<file path="src/rtl/smb_ctl_slave.sv">
`timescale 1ns/1ps
module smb_ctl_slave #(
  parameter logic [6:0]       DEV_ADDR = 7'b1101110,
  parameter int               NRW      = 4,
  parameter int               ID_IDX   = 4,
  parameter logic [7:0]       ID_VAL   = 8'h22,
  parameter logic [8*NRW-1:0] RST_VAL  = 32'h0000_0F07
) (
  input  logic             clk,
  input  logic             rst_n,
  input  logic             pwrdn,
  input  logic             scl_i,
  input  logic             sda_i,
  output logic             sda_oe,
  output logic [8*NRW-1:0] ctl_regs
);

  localparam logic [7:0] ID8 = 8'(ID_IDX);

  typedef enum logic [2:0] {S_IDLE, S_RX, S_ACK, S_TX, S_MACK, S_SKIP} st_t;
  typedef enum logic [1:0] {P_ADDR, P_OFFS, P_CNT, P_DATA} ph_t;

  logic [1:0] scl_sy, sda_sy;
  logic       scl_q, sda_q;

  always_ff @(posedge clk or negedge rst_n)
    if (!rst_n) begin
      scl_sy <= 2'b11;
      sda_sy <= 2'b11;
      scl_q  <= 1'b1;
      sda_q  <= 1'b1;
    end else begin
      scl_sy <= {scl_sy[0], scl_i};
      sda_sy <= {sda_sy[0], sda_i};
      scl_q  <= scl_sy[1];
      sda_q  <= sda_sy[1];
    end

  wire scl_s    = scl_sy[1];
  wire sda_s    = sda_sy[1];
  wire scl_rise = scl_s & ~scl_q;
  wire scl_fall = ~scl_s & scl_q;
  wire st_cond  = scl_s & scl_q & sda_q & ~sda_s;
  wire sp_cond  = scl_s & scl_q & ~sda_q & sda_s;

  st_t        st;
  ph_t        ph;
  logic [3:0] bitc;
  logic [7:0] sh, idx, rem;
  logic       rd_mode, ack_m;
  logic [7:0] rf [NRW];
  logic [7:0] rd_byte;

  always_comb begin
    rd_byte = 8'h00;
    if (idx == ID8) rd_byte = ID_VAL;
    for (int i = 0; i < NRW; i++)
      if (idx == 8'(i)) rd_byte = rf[i];
  end

  for (genvar g = 0; g < NRW; g++) begin : g_out
    assign ctl_regs[8*g +: 8] = rf[g];
  end

  always_ff @(posedge clk or negedge rst_n)
    if (!rst_n) begin
      st      <= S_IDLE;
      ph      <= P_ADDR;
      bitc    <= '0;
      sh      <= '0;
      idx     <= '0;
      rem     <= '0;
      rd_mode <= 1'b0;
      ack_m   <= 1'b0;
      sda_oe  <= 1'b0;
      for (int i = 0; i < NRW; i++) rf[i] <= RST_VAL[8*i +: 8];
    end else if (pwrdn) begin
      st     <= S_IDLE;
      sda_oe <= 1'b0;
    end else if (st_cond) begin
      st     <= S_RX;
      ph     <= P_ADDR;
      bitc   <= '0;
      sda_oe <= 1'b0;
    end else if (sp_cond) begin
      st     <= S_IDLE;
      sda_oe <= 1'b0;
    end else begin
      case (st)
        S_RX: begin
          if (scl_rise) begin
            sh   <= {sh[6:0], sda_s};
            bitc <= bitc + 4'd1;
          end else if (scl_fall && bitc == 4'd8) begin
            bitc   <= '0;
            st     <= S_ACK;
            sda_oe <= 1'b1;
            case (ph)
              P_ADDR:
                if (sh[7:1] == DEV_ADDR) begin
                  rd_mode <= sh[0];
                  ph      <= P_OFFS;
                end else begin
                  st     <= S_SKIP;
                  sda_oe <= 1'b0;
                end
              P_OFFS: begin
                idx <= sh;
                ph  <= P_CNT;
              end
              P_CNT: begin
                rem <= sh;
                ph  <= P_DATA;
                if (!rd_mode && sh == 8'h00) begin
                  st     <= S_SKIP;
                  sda_oe <= 1'b0;
                end
              end
              default: begin
                for (int i = 0; i < NRW; i++)
                  if (idx == 8'(i)) rf[i] <= sh;
                idx <= idx + 8'd1;
                rem <= rem - 8'd1;
              end
            endcase
          end
        end
        S_ACK:
          if (scl_fall) begin
            sda_oe <= 1'b0;
            if (ph == P_DATA && rem == 8'h00) st <= S_SKIP;
            else if (ph == P_DATA && rd_mode) begin
              st     <= S_TX;
              sh     <= rd_byte;
              sda_oe <= ~rd_byte[7];
            end else st <= S_RX;
          end
        S_TX: begin
          if (scl_rise) bitc <= bitc + 4'd1;
          else if (scl_fall) begin
            if (bitc == 4'd8) begin
              st     <= S_MACK;
              sda_oe <= 1'b0;
              bitc   <= '0;
              idx    <= idx + 8'd1;
              rem    <= rem - 8'd1;
            end else begin
              sh     <= {sh[6:0], 1'b0};
              sda_oe <= ~sh[6];
            end
          end
        end
        S_MACK: begin
          if (scl_rise) ack_m <= ~sda_s;
          else if (scl_fall) begin
            if (ack_m && rem != 8'h00) begin
              st     <= S_TX;
              sh     <= rd_byte;
              sda_oe <= ~rd_byte[7];
            end else st <= S_SKIP;
          end
        end
        default: sda_oe <= 1'b0;
      endcase
    end

endmodule

</file>
<file path="config.mk">
export PLATFORM = sky130hd
export DESIGN_NAME = smb_ctl_slave
export DESIGN_NICKNAME = d
export VERILOG_FILES = /design/src/rtl/smb_ctl_slave.sv
export SDC_FILE = /design/constraint.sdc
export NUM_CORES = 1
export LEC_CHECK = 0
export CORE_ASPECT_RATIO = 2
export CORE_UTILIZATION = 30
export CTS_CLUSTER_DIAMETER = 50
export DETAILED_ROUTE_END_ITERATION = 12
export GPL_ROUTABILITY_DRIVEN = 0
export PLACE_DENSITY = 0.54
export SKIP_CTS_REPAIR_TIMING = 1
export SLEW_MARGIN = 20
export SYNTH_ARGS = -nofsm -noshare
export SYNTH_HDL_FRONTEND = slang
export SYNTH_SLANG_ARGS = --single-unit
</file>
<file path="constraint.sdc">
create_clock -name clk -period 2.6 [get_ports clk]
set_input_delay 0.52 -clock clk [delete_from_list [all_inputs] [get_ports clk]]
set_output_delay 0.52 -clock clk [all_outputs]
set_load 0.005 [all_outputs]
</file>
==> impl_metrics.env, run 1 <==
export IMPL_start_util_pct=30.58
export IMPL_maxCapViolations=0
export IMPL_cp_end_kind="register"
export IMPL_die_x_um=90.29
export IMPL_clkTransAtPathRegs_ns=0.06
export IMPL_final_util_pct=36.89
export IMPL_cts_tree="yes"
export IMPL_syn_num_nets=474
export IMPL_grt_overflow_total=0
export IMPL_finalSetupTns_ns=0
export IMPL_drc_errors=0
export IMPL_synth_flop_cell="dfrtp_1"
export IMPL_root_buffer="clkbuf_16"
export IMPL_p_per_area_mw_per_mm2=662.5
export IMPL_slew_violations=0
export IMPL_htreeDepth=3
export IMPL_synth_avg_cell_area_um2=10.28
export IMPL_status="completed"
export IMPL_antenna_found_initial=0
export IMPL_clk_latency_ns=0.34
export IMPL_path_max_fanout=11
export IMPL_ant_nets=0
export IMPL_io_pins=38
export IMPL_period_share_pct=94.07
export IMPL_cp_data_required_time_ns=2.85
export IMPL_grt_pass1_wl_mm=20.89
export IMPL_ys_types=75
export IMPL_diodes=0
export IMPL_cp_arrival_ns=2.70
export IMPL_final_layout_size_suffix_gt1_share_pct=22.72
export IMPL_post_place_ws_ns=0.1003
export IMPL_fin_ws_ns=0.1542
export IMPL_viasPerCell=5.307
export IMPL_post_place_cells=675
export IMPL_yosys_warnings=0
export IMPL_area_growth_pct=20.65
export IMPL_wl_per_cell_um=18.73
export IMPL_final_cells=691
export IMPL_p_leak_nw=2.403
export IMPL_min_path_type="in2async"
export IMPL_floorplan_die_area_mm2=0.01612
export IMPL_worst_ir_drop_vdd_uv=276.0
export IMPL_seq_area_mm2=0.001868
export IMPL_dp_hpwl_mm=9.492
export IMPL_async_flop_share_pct=100.0
export IMPL_synth_area_mm2=0.004677
export IMPL_cp_startpoint="scl_q$_DFF_PN1_"
export IMPL_vias=3667
export IMPL_finalClockSkew_ns=0.006177
export IMPL_synth_most_common_cell="dfrtp_1"
export IMPL_fmax_mhz=408.9
export IMPL_wl_mm=12.95
export IMPL_num_nets_final=507
export IMPL_setup_viol=0
export IMPL_fin_crit_ns=2.446
export IMPL_clock_sinks=74
export IMPL_r2r_slack_ns=0.15
export IMPL_slew_headroom_pct=35.17
export IMPL_first_pass_iters=4
export IMPL_cts_made_buffers=9
export IMPL_synthesis_instances=455
export IMPL_first_global_vias=3790
export IMPL_fill_cells=1519
export IMPL_track_usage_pct=16.94
export IMPL_ys_ff_latch=74
export IMPL_core_area_mm2=0.01529
export IMPL_synth_edf_count=0
export IMPL_ys_top_cells_by_count="61 x dfrtp_1, 38 x mux2_4, 30 x nor2_1"
export IMPL_rsz0062_at_grt="no"
export IMPL_multi_input_comb_area_mm2=0.002576
export IMPL_finalHoldViolCount=0
export IMPL_synthTopCellsByArea="dfrtp_1 33%, mux2_4 12%, dfstp_2 7.3%"
export IMPL_clk_path_buf_depth=2
export IMPL_path_class="reg2reg"
export IMPL_synth_top_area_share_pct=32.64
export IMPL_ys_seq_area_share_pct=39.94
export IMPL_cp_start_kind="register"
export IMPL_synth_top_area_cell="dfrtp_1"
export IMPL_row_count=64
export IMPL_fp_dieH_um=178.6
export IMPL_io_buffers=37
export IMPL_grt_start_max_net_pins=75
export IMPL_worstMarginPinSlew_ns=0.9725
export IMPL_drt_iter0_markers=173
export IMPL_timing_rr_start="scl_q$_DFF_PN1_"
-- registers in the layout, indices dropped and copies added (netlist names) --
name      cells
scl_q         1
sda_q         1
ack_m         1
scl_sy        2
rd_mode       1
ph            2
sh            8
sda_sy        2
st            3
bitc          4
sda_oe        1
idx           8
rem           8
ctl_regs     32
-- worst max-delay path, stage by stage (launching register included) --
cell      delay (ns)
dfstp_2         0.54
inv_1           0.05
ha_1            0.19
buf_4           0.18
nor3_1          0.44
o211ai_2        0.36
or2_2           0.39
o31ai_1         0.22
-- metal layers --
layer | vias to the layer above | share of wire [%] | global-route usage [%] | routed length [um]
met3 | 34 | 2.2 | 2.685 | 285
met5 | - | 0 | 0 | 0
met4 | 0 | 4.7 | 10.08 | 612
met1 | 1824 | 38 | 17.46 | 4866
li1 | 1736 | - | - | -
met2 | 73 | 55 | 31.87 | 7181
-- worst paths after layout --
path / depth (start not counted) / end
worst min register to register: 0 / sda_sy[1]$_DFF_PN1_
worst max-delay path: 7 / idx[0]$_DFFE_PN0P_
max in group asynchronous: 1 / st[0]$_DFFE_PN0P_
worst min-delay path: 1 / idx[5]$_DFFE_PN0P_
worst max register to register: 7 / idx[0]$_DFFE_PN0P_
min in group clk: 0 / sda_sy[1]$_DFF_PN1_
-- area by class of cell --
class	instances	share of cell area [%]
timing repair buffer	55	9.135
tap	198	4.390
clock inverter	7	2.195
clock buffer	9	3.991
multi-input combinational	325	45.65
sequential	74	33.10
inverter	23	1.530
-- logic make-up (layout without fill, tap and decap cells) --
logic type                 after synthesis  in the layout  synth area share [%]
and+or+nand+nor                        133            133                 17.10
muxes                                   42             42                 13.11
xor gates and xnor gates                 2              2                0.3746
buffers and inverters                   56             94                 5.056
adders and majority gates               14             14                 3.745
DFF                                     74             74                 39.94
AOI/OAI and AO/OA                      134            134                 20.68
-- power breakdown --
group          total [W]  switching, W  internal [W]
Clock            0.00148      0.000530      0.000946
Combinational   0.000692      0.000379      0.000313
Sequential       0.00157      0.000286       0.00128
-- per-stage QoR --
step | hold WS (ns) | instance area [um^2] | total power (W)
after floorplan | 0.2244 | 4677 | 0.001983
after global placement | 0.3474 | 5290 | 0.002262
after detailed placement | 0.3485 | 5290 | 0.002282
after CTS | 0.3568 | 5639 | 0.003763
after global routing | 0.3611 | 5643 | 0.003903
final | 0.3133 | 5643 | 0.003738
-- placed cells by master, fill, tap and decap left out, types with 10 or more instances in the layout --
master	Yosys	final
nand2_1	23	23
dfstp_2	13	13
dfrtp_1	61	61
a31oi_1	10	10
nand3_1	10	10
mux2_4	38	38
buf_4	0	18
nor2_1	30	29
clkdlybuf4s50_1	0	36
ha_1	14	14
nor3_1	11	11
o21ai_0	27	27
inv_1	23	23
a21oi_1	26	26
(Power assumes the default switching activity.)
==> run 2, diff against run 1 <==
--- a/config.mk
+++ b/config.mk
@@ -5,7 +5,6 @@
 export SDC_FILE = /design/constraint.sdc
 export NUM_CORES = 1
 export LEC_CHECK = 0
-export CORE_ASPECT_RATIO = 2
 export CORE_UTILIZATION = 30
 export CTS_CLUSTER_DIAMETER = 50
 export DETAILED_ROUTE_END_ITERATION = 12
==> run 2 against run 1 <==
Effect of this change: sequential share of layout area increased by 0.18 points; utilization about the same; final cell count decreased by 1.2%; clock-buffer cell count increased by 1; cell area decreased by 0.55%; clock power decreased by 9%; wire length decreased by 7.0%; non-clock buffer count increased by 2; worst setup slack improved by 0.028 ns; critical path type unchanged; critical endpoint is now sh[7]$_DFFE_PN0P_; largest power group unchanged; highest routed layer unchanged.
==> impl_metrics.env, run 2 (synthesized netlist as in run 1, its figures left out) <==
export IMPL_status="completed"
export IMPL_row_count=45
export IMPL_dp_hpwl_mm=8.570
export IMPL_layout_common_cells="61 x dfrtp_1, 38 x mux2_4, 36 x clkdlybuf4s50_1"
export IMPL_cp_top_family="simple AND/OR/NAND/NOR gates"
export IMPL_vias=3631
export IMPL_io_pins=38
export IMPL_drc_errors=0
export IMPL_final_common_cell="dfrtp_1"
export IMPL_grt_overflow_total=0
export IMPL_maxCapViolations=0
export IMPL_cts_tree="yes"
export IMPL_diodes=0
export IMPL_swShare_pct=32.33
export IMPL_slowest_stage="or4b_4"
export IMPL_slowest_delay_ns=0.53
export IMPL_final_layout_size_suffix_gt1_share_pct=22.42
export IMPL_finalHoldViolCount=0
export IMPL_power_switching_w=0.001166
export IMPL_clkTransAtPathRegs_ns=0.06
export IMPL_path_class="reg2reg"
export IMPL_path_max_fanout=7
export IMPL_num_nets_final=509
export IMPL_cp_data_required_time_ns=2.83
export IMPL_slew_violations=0
export IMPL_root_buffer="clkbuf_16"
export IMPL_r2r_slack_ns=0.18
export IMPL_core_area_mm2=0.01520
export IMPL_fin_crit_ns=2.418
export IMPL_first_pass_iters=4
export IMPL_wl_per_cell_um=17.63
export IMPL_drt_iter0_markers=167
export IMPL_r2r_end="sh[7]$_DFFE_PN0P_"
export IMPL_first_global_vias=3631
export IMPL_reg2reg_depth=7
export IMPL_start_util_pct=30.77
export IMPL_finalClockSkew_ns=0.007018
export IMPL_comb_power_share_pct=19.3
export IMPL_cts_made_buffers=9
export IMPL_fmax_mhz=413.6
export IMPL_largest_reg_flops=32
export IMPL_finalSetupTns_ns=0
export IMPL_p_int_w=0.002441
export IMPL_setup_viol=0
export IMPL_clock_sinks=74
export IMPL_ant_nets=0
export IMPL_timing_rr_start="rem[0]$_DFFE_PN0P_"
export IMPL_die_x_um=126.9
export IMPL_timing_hold_ws_ns=0.3063
export IMPL_viasPerCell=5.316
export IMPL_min_path_type="in2async"
export IMPL_worst_ir_drop_vdd_uv=384.7
export IMPL_crit_chain="inv_1, ha_1, or4b_4, o41ai_4, nand2_2, and3_1, mux2_4"
export IMPL_seqPwrFrac_pct=43.2
export IMPL_htreeDepth=3
export IMPL_p_per_area_mw_per_mm2=642.9
export IMPL_area_growth_pct=19.98
export IMPL_cp_start_kind="register"
export IMPL_rsz0062_at_grt="no"
export IMPL_crit_buf_inv=1
export IMPL_io_buffers=37
export IMPL_p_leak_nw=2.401
export IMPL_slew_headroom_pct=36.24
export IMPL_worstMarginPinSlew_ns=0.9565
export IMPL_grt_pass1_wl_mm=19.62
export IMPL_wl_mm=12.04
export IMPL_cp_arrival_ns=2.65
export IMPL_track_usage_pct=15.90
export IMPL_fp_dieH_um=126.9
export IMPL_clkPwrFrac_pct=37.5
export IMPL_period_share_pct=92.99
export IMPL_antenna_found_initial=0
export IMPL_clk_path_buf_depth=2
export IMPL_cp_end_kind="register"
export IMPL_grt_start_max_net_pins=75
export IMPL_clk_latency_ns=0.35
export IMPL_floorplan_die_area_mm2=0.01609
==> run 2: worst max path at each step <==
stage,startpoint,to,slack (ns),cells after the start
5_1_grt,rem[0]$_DFFE_PN0P_,sh[7]$_DFFE_PN0P_,0.07,7
3_3_place_gp,pwrdn,sh[2]$_DFFE_PN0P_,0.16,5
2_1_floorplan,scl_q$_DFF_PN1_,ctl_regs[3]$_DFFE_PN0P_,0.42,8
6_report,rem[0]$_DFFE_PN0P_,sh[7]$_DFFE_PN0P_,0.18,7
3_5_place_dp,pwrdn,sh[6]$_DFFE_PN0P_,0.1,5
4_1_cts,rem[0]$_DFFE_PN0P_,sh[7]$_DFFE_PN0P_,0.18,7
==> run 2: through the flow <==
step	util, %	cells	power, W	instance area, um^2	worst slack (ns)
final	36.91	683	0.003608	5612	0.1823
after floorplan	-	455	0.001983	4677	0.4166
after global placement	34.81	667	0.002246	5293	0.1558
after global routing	36.91	683	0.003789	5612	0.06911
after detailed placement	34.81	667	0.002274	5293	0.09780
after CTS	36.91	683	0.003647	5612	0.1757
==> run 2: power groups by stage <==
stage	logic [W]	registers [W]	clock network, W
3_5_place_dp	0.000697	0.00158	0
4_1_cts	0.000699	0.00156	0.00139
3_3_place_gp	0.000673	0.00157	0
6_report	0.000697	0.00156	0.00135
5_1_grt	0.000770	0.00158	0.00144
2_1_floorplan	0.000593	0.00139	0
==> run 2: layout make-up <==
type	instances	area, um^2
fillers	1492	9590
clock buffers	10	229.0
well taps	188	235.2
flip-flops and latches	74	1868
inverters	23	86.33
multi-input cells	325	2572
clock inverters	6	90.09
repair buffers	57	530.5
==> run 2: layer usage <==
metal | share of wire, % | up-vias | global-route usage (%)
met2 | 47 | 71 | 25.73
met3 | 3.3 | 28 | 3.416
met1 | 47 | 1796 | 20.22
met5 | 0 | - | 0
met4 | 3.1 | 0 | 7.493
li1 | - | 1736 | -
==> run 3, diff against run 2 <==
--- a/config.mk
+++ b/config.mk
@@ -5,6 +5,7 @@
 export SDC_FILE = /design/constraint.sdc
 export NUM_CORES = 1
 export LEC_CHECK = 0
+export CORE_MARGIN = 2
 export CORE_UTILIZATION = 30
 export CTS_CLUSTER_DIAMETER = 50
 export DETAILED_ROUTE_END_ITERATION = 12
==> run 3 against run 2 <==
Effect of this change: critical path type unchanged; clock skew is 0.0017 ns lower; critical path depth stayed put; wire length is 0.47% lower; sequential power hardly changed; die area is 3.2% higher; largest power group unchanged; first-iteration DRC count is 25% higher; via count is 0.28% higher; final cell count is 0.15% lower.
==> impl_metrics.env, run 3 (synthesized netlist as in run 1, its figures left out) <==
export IMPL_clk_path_buf_depth=2
export IMPL_track_usage_pct=14.92
export IMPL_finalSetupTns_ns=0
export IMPL_setup_viol=0
export IMPL_cp_start_kind="register"
export IMPL_first_global_vias=3598
export IMPL_fill_cells=1467
export IMPL_maxCapViolations=0
export IMPL_grt_start_max_net_pins=75
export IMPL_grt_overflow_total=0
export IMPL_row_count=45
export IMPL_wl_mm=11.99
export IMPL_antenna_found_initial=0
export IMPL_io_buffers=37
export IMPL_largest_reg_flops=32
export IMPL_io_pins=38
export IMPL_start_util_pct=30.77
export IMPL_die_x_um=128.9
export IMPL_clk_latency_ns=0.34
export IMPL_path_max_fanout=8
export IMPL_final_cells=682
export IMPL_ant_nets=0
export IMPL_cp_end_kind="register"
export IMPL_drc_errors=0
export IMPL_worst_ir_drop_vdd_uv=350.9
export IMPL_min_path_type="in2async"
export IMPL_reg2reg_depth=7
export IMPL_status="completed"
export IMPL_dp_hpwl_mm=8.467
export IMPL_layout_common_cells="61 x dfrtp_1, 38 x mux2_4, 36 x clkdlybuf4s50_1"
export IMPL_final_layout_size_suffix_gt1_share_pct=22.27
export IMPL_timing_rr_start="scl_q$_DFF_PN1_"
export IMPL_htreeDepth=3
export IMPL_first_pass_iters=5
export IMPL_core_area_mm2=0.01520
export IMPL_fin_ws_ns=0.2273
export IMPL_cp_arrival_ns=2.59
export IMPL_period_share_pct=91.26
export IMPL_rsz0062_at_grt="no"
export IMPL_viasPerCell=5.339
export IMPL_floorplan_die_area_mm2=0.01660
export IMPL_wl_per_cell_um=17.57
export IMPL_r2r_slack_ns=0.23
export IMPL_cp_startpoint="scl_q$_DFF_PN1_"
export IMPL_r2r_end="ctl_regs[3]$_DFFE_PN0P_"
export IMPL_clock_sinks=74
export IMPL_vias=3641
export IMPL_fp_dieH_um=128.9
export IMPL_drt_iter0_markers=209
export IMPL_finalHoldViolCount=0
export IMPL_cp_data_required_time_ns=2.82
export IMPL_clkTransAtPathRegs_ns=0.06
export IMPL_num_nets_final=508
export IMPL_p_leak_nw=2.398
export IMPL_path_class="reg2reg"
export IMPL_grt_pass1_wl_mm=19.31
export IMPL_post_place_ws_ns=0.2346
export IMPL_fin_crit_ns=2.373
export IMPL_cts_made_buffers=9
export IMPL_diodes=0
export IMPL_finalClockSkew_ns=0.005333
export IMPL_p_per_area_mw_per_mm2=641.0
export IMPL_root_buffer="clkbuf_16"
export IMPL_area_growth_pct=20.09
export IMPL_slew_violations=0
export IMPL_cts_tree="yes"
export IMPL_worstMarginPinSlew_ns=0.9179
export IMPL_fmax_mhz=421.5
export IMPL_final_common_cell="dfrtp_1"
export IMPL_slew_headroom_pct=38.81
export IMPL_post_place_cells=666
==> run 3: worst max path at each step <==
stage               cells past startpoint                       to  slack, ns
CTS                                     8        sh[4]$_DFFE_PN0P_       0.23
global route                            8        sh[4]$_DFFE_PN0P_       0.11
detailed placement                      8        sh[4]$_DFFE_PN0P_       0.23
finish                                  7  ctl_regs[3]$_DFFE_PN0P_       0.23
global placement                        6       idx[0]$_DFFE_PN0P_       0.25
floorplan                               8  ctl_regs[3]$_DFFE_PN0P_       0.42
==> run 3: area by class of cell <==
type	count	area [um^2]	share of cell area [%]
well taps	188	235.2	4.188
clock buffers	10	229.0	4.077
flip-flops and latches	74	1868	33.26
multi-input cells	325	2572	45.80
inverters	23	86.33	1.537
clock inverters	6	90.09	1.604
repair buffers	56	535.5	9.534
==> run 3: per-stage QoR <==
step,util (%),hold slack [ns],total power [W],area (um^2)
2_1_floorplan,-,0.2244,0.001983,4677
3_3_place_gp,34.85,0.3466,0.002237,5298
3_5_place_dp,34.85,0.3476,0.002260,5298
4_1_cts,36.95,0.3577,0.003625,5617
5_1_grt,36.95,0.3591,0.003775,5617
6_report,36.95,0.3318,0.003600,5617
==> run 3: layer usage <==
| layer | track usage, % | wire, um | vias to the layer above |
|---|---|---|---|
| met5 | 0 | 0 | - |
| met4 | 4.859 | 186 | 0 |
| met1 | 20.56 | 5775 | 1804 |
| met2 | 23.75 | 5608 | 80 |
| met3 | 2.703 | 415 | 12 |
| li1 | - | - | 1745 |
==> run 3: power breakdown <==
group	switching [W]	internal, W
sequential	0.000299	0.00128
clock	0.000508	0.000844
combinational	0.000358	0.000307
==> run 3: critical path, stage by stage, from the launching register on <==
cell       delay (ns)
dfstp_2          0.55
ha_1             0.27
nand4bb_1        0.19
a2111oi_4        0.33
and4_1           0.33
buf_12           0.17
nand2_8          0.09
mux2_4           0.32
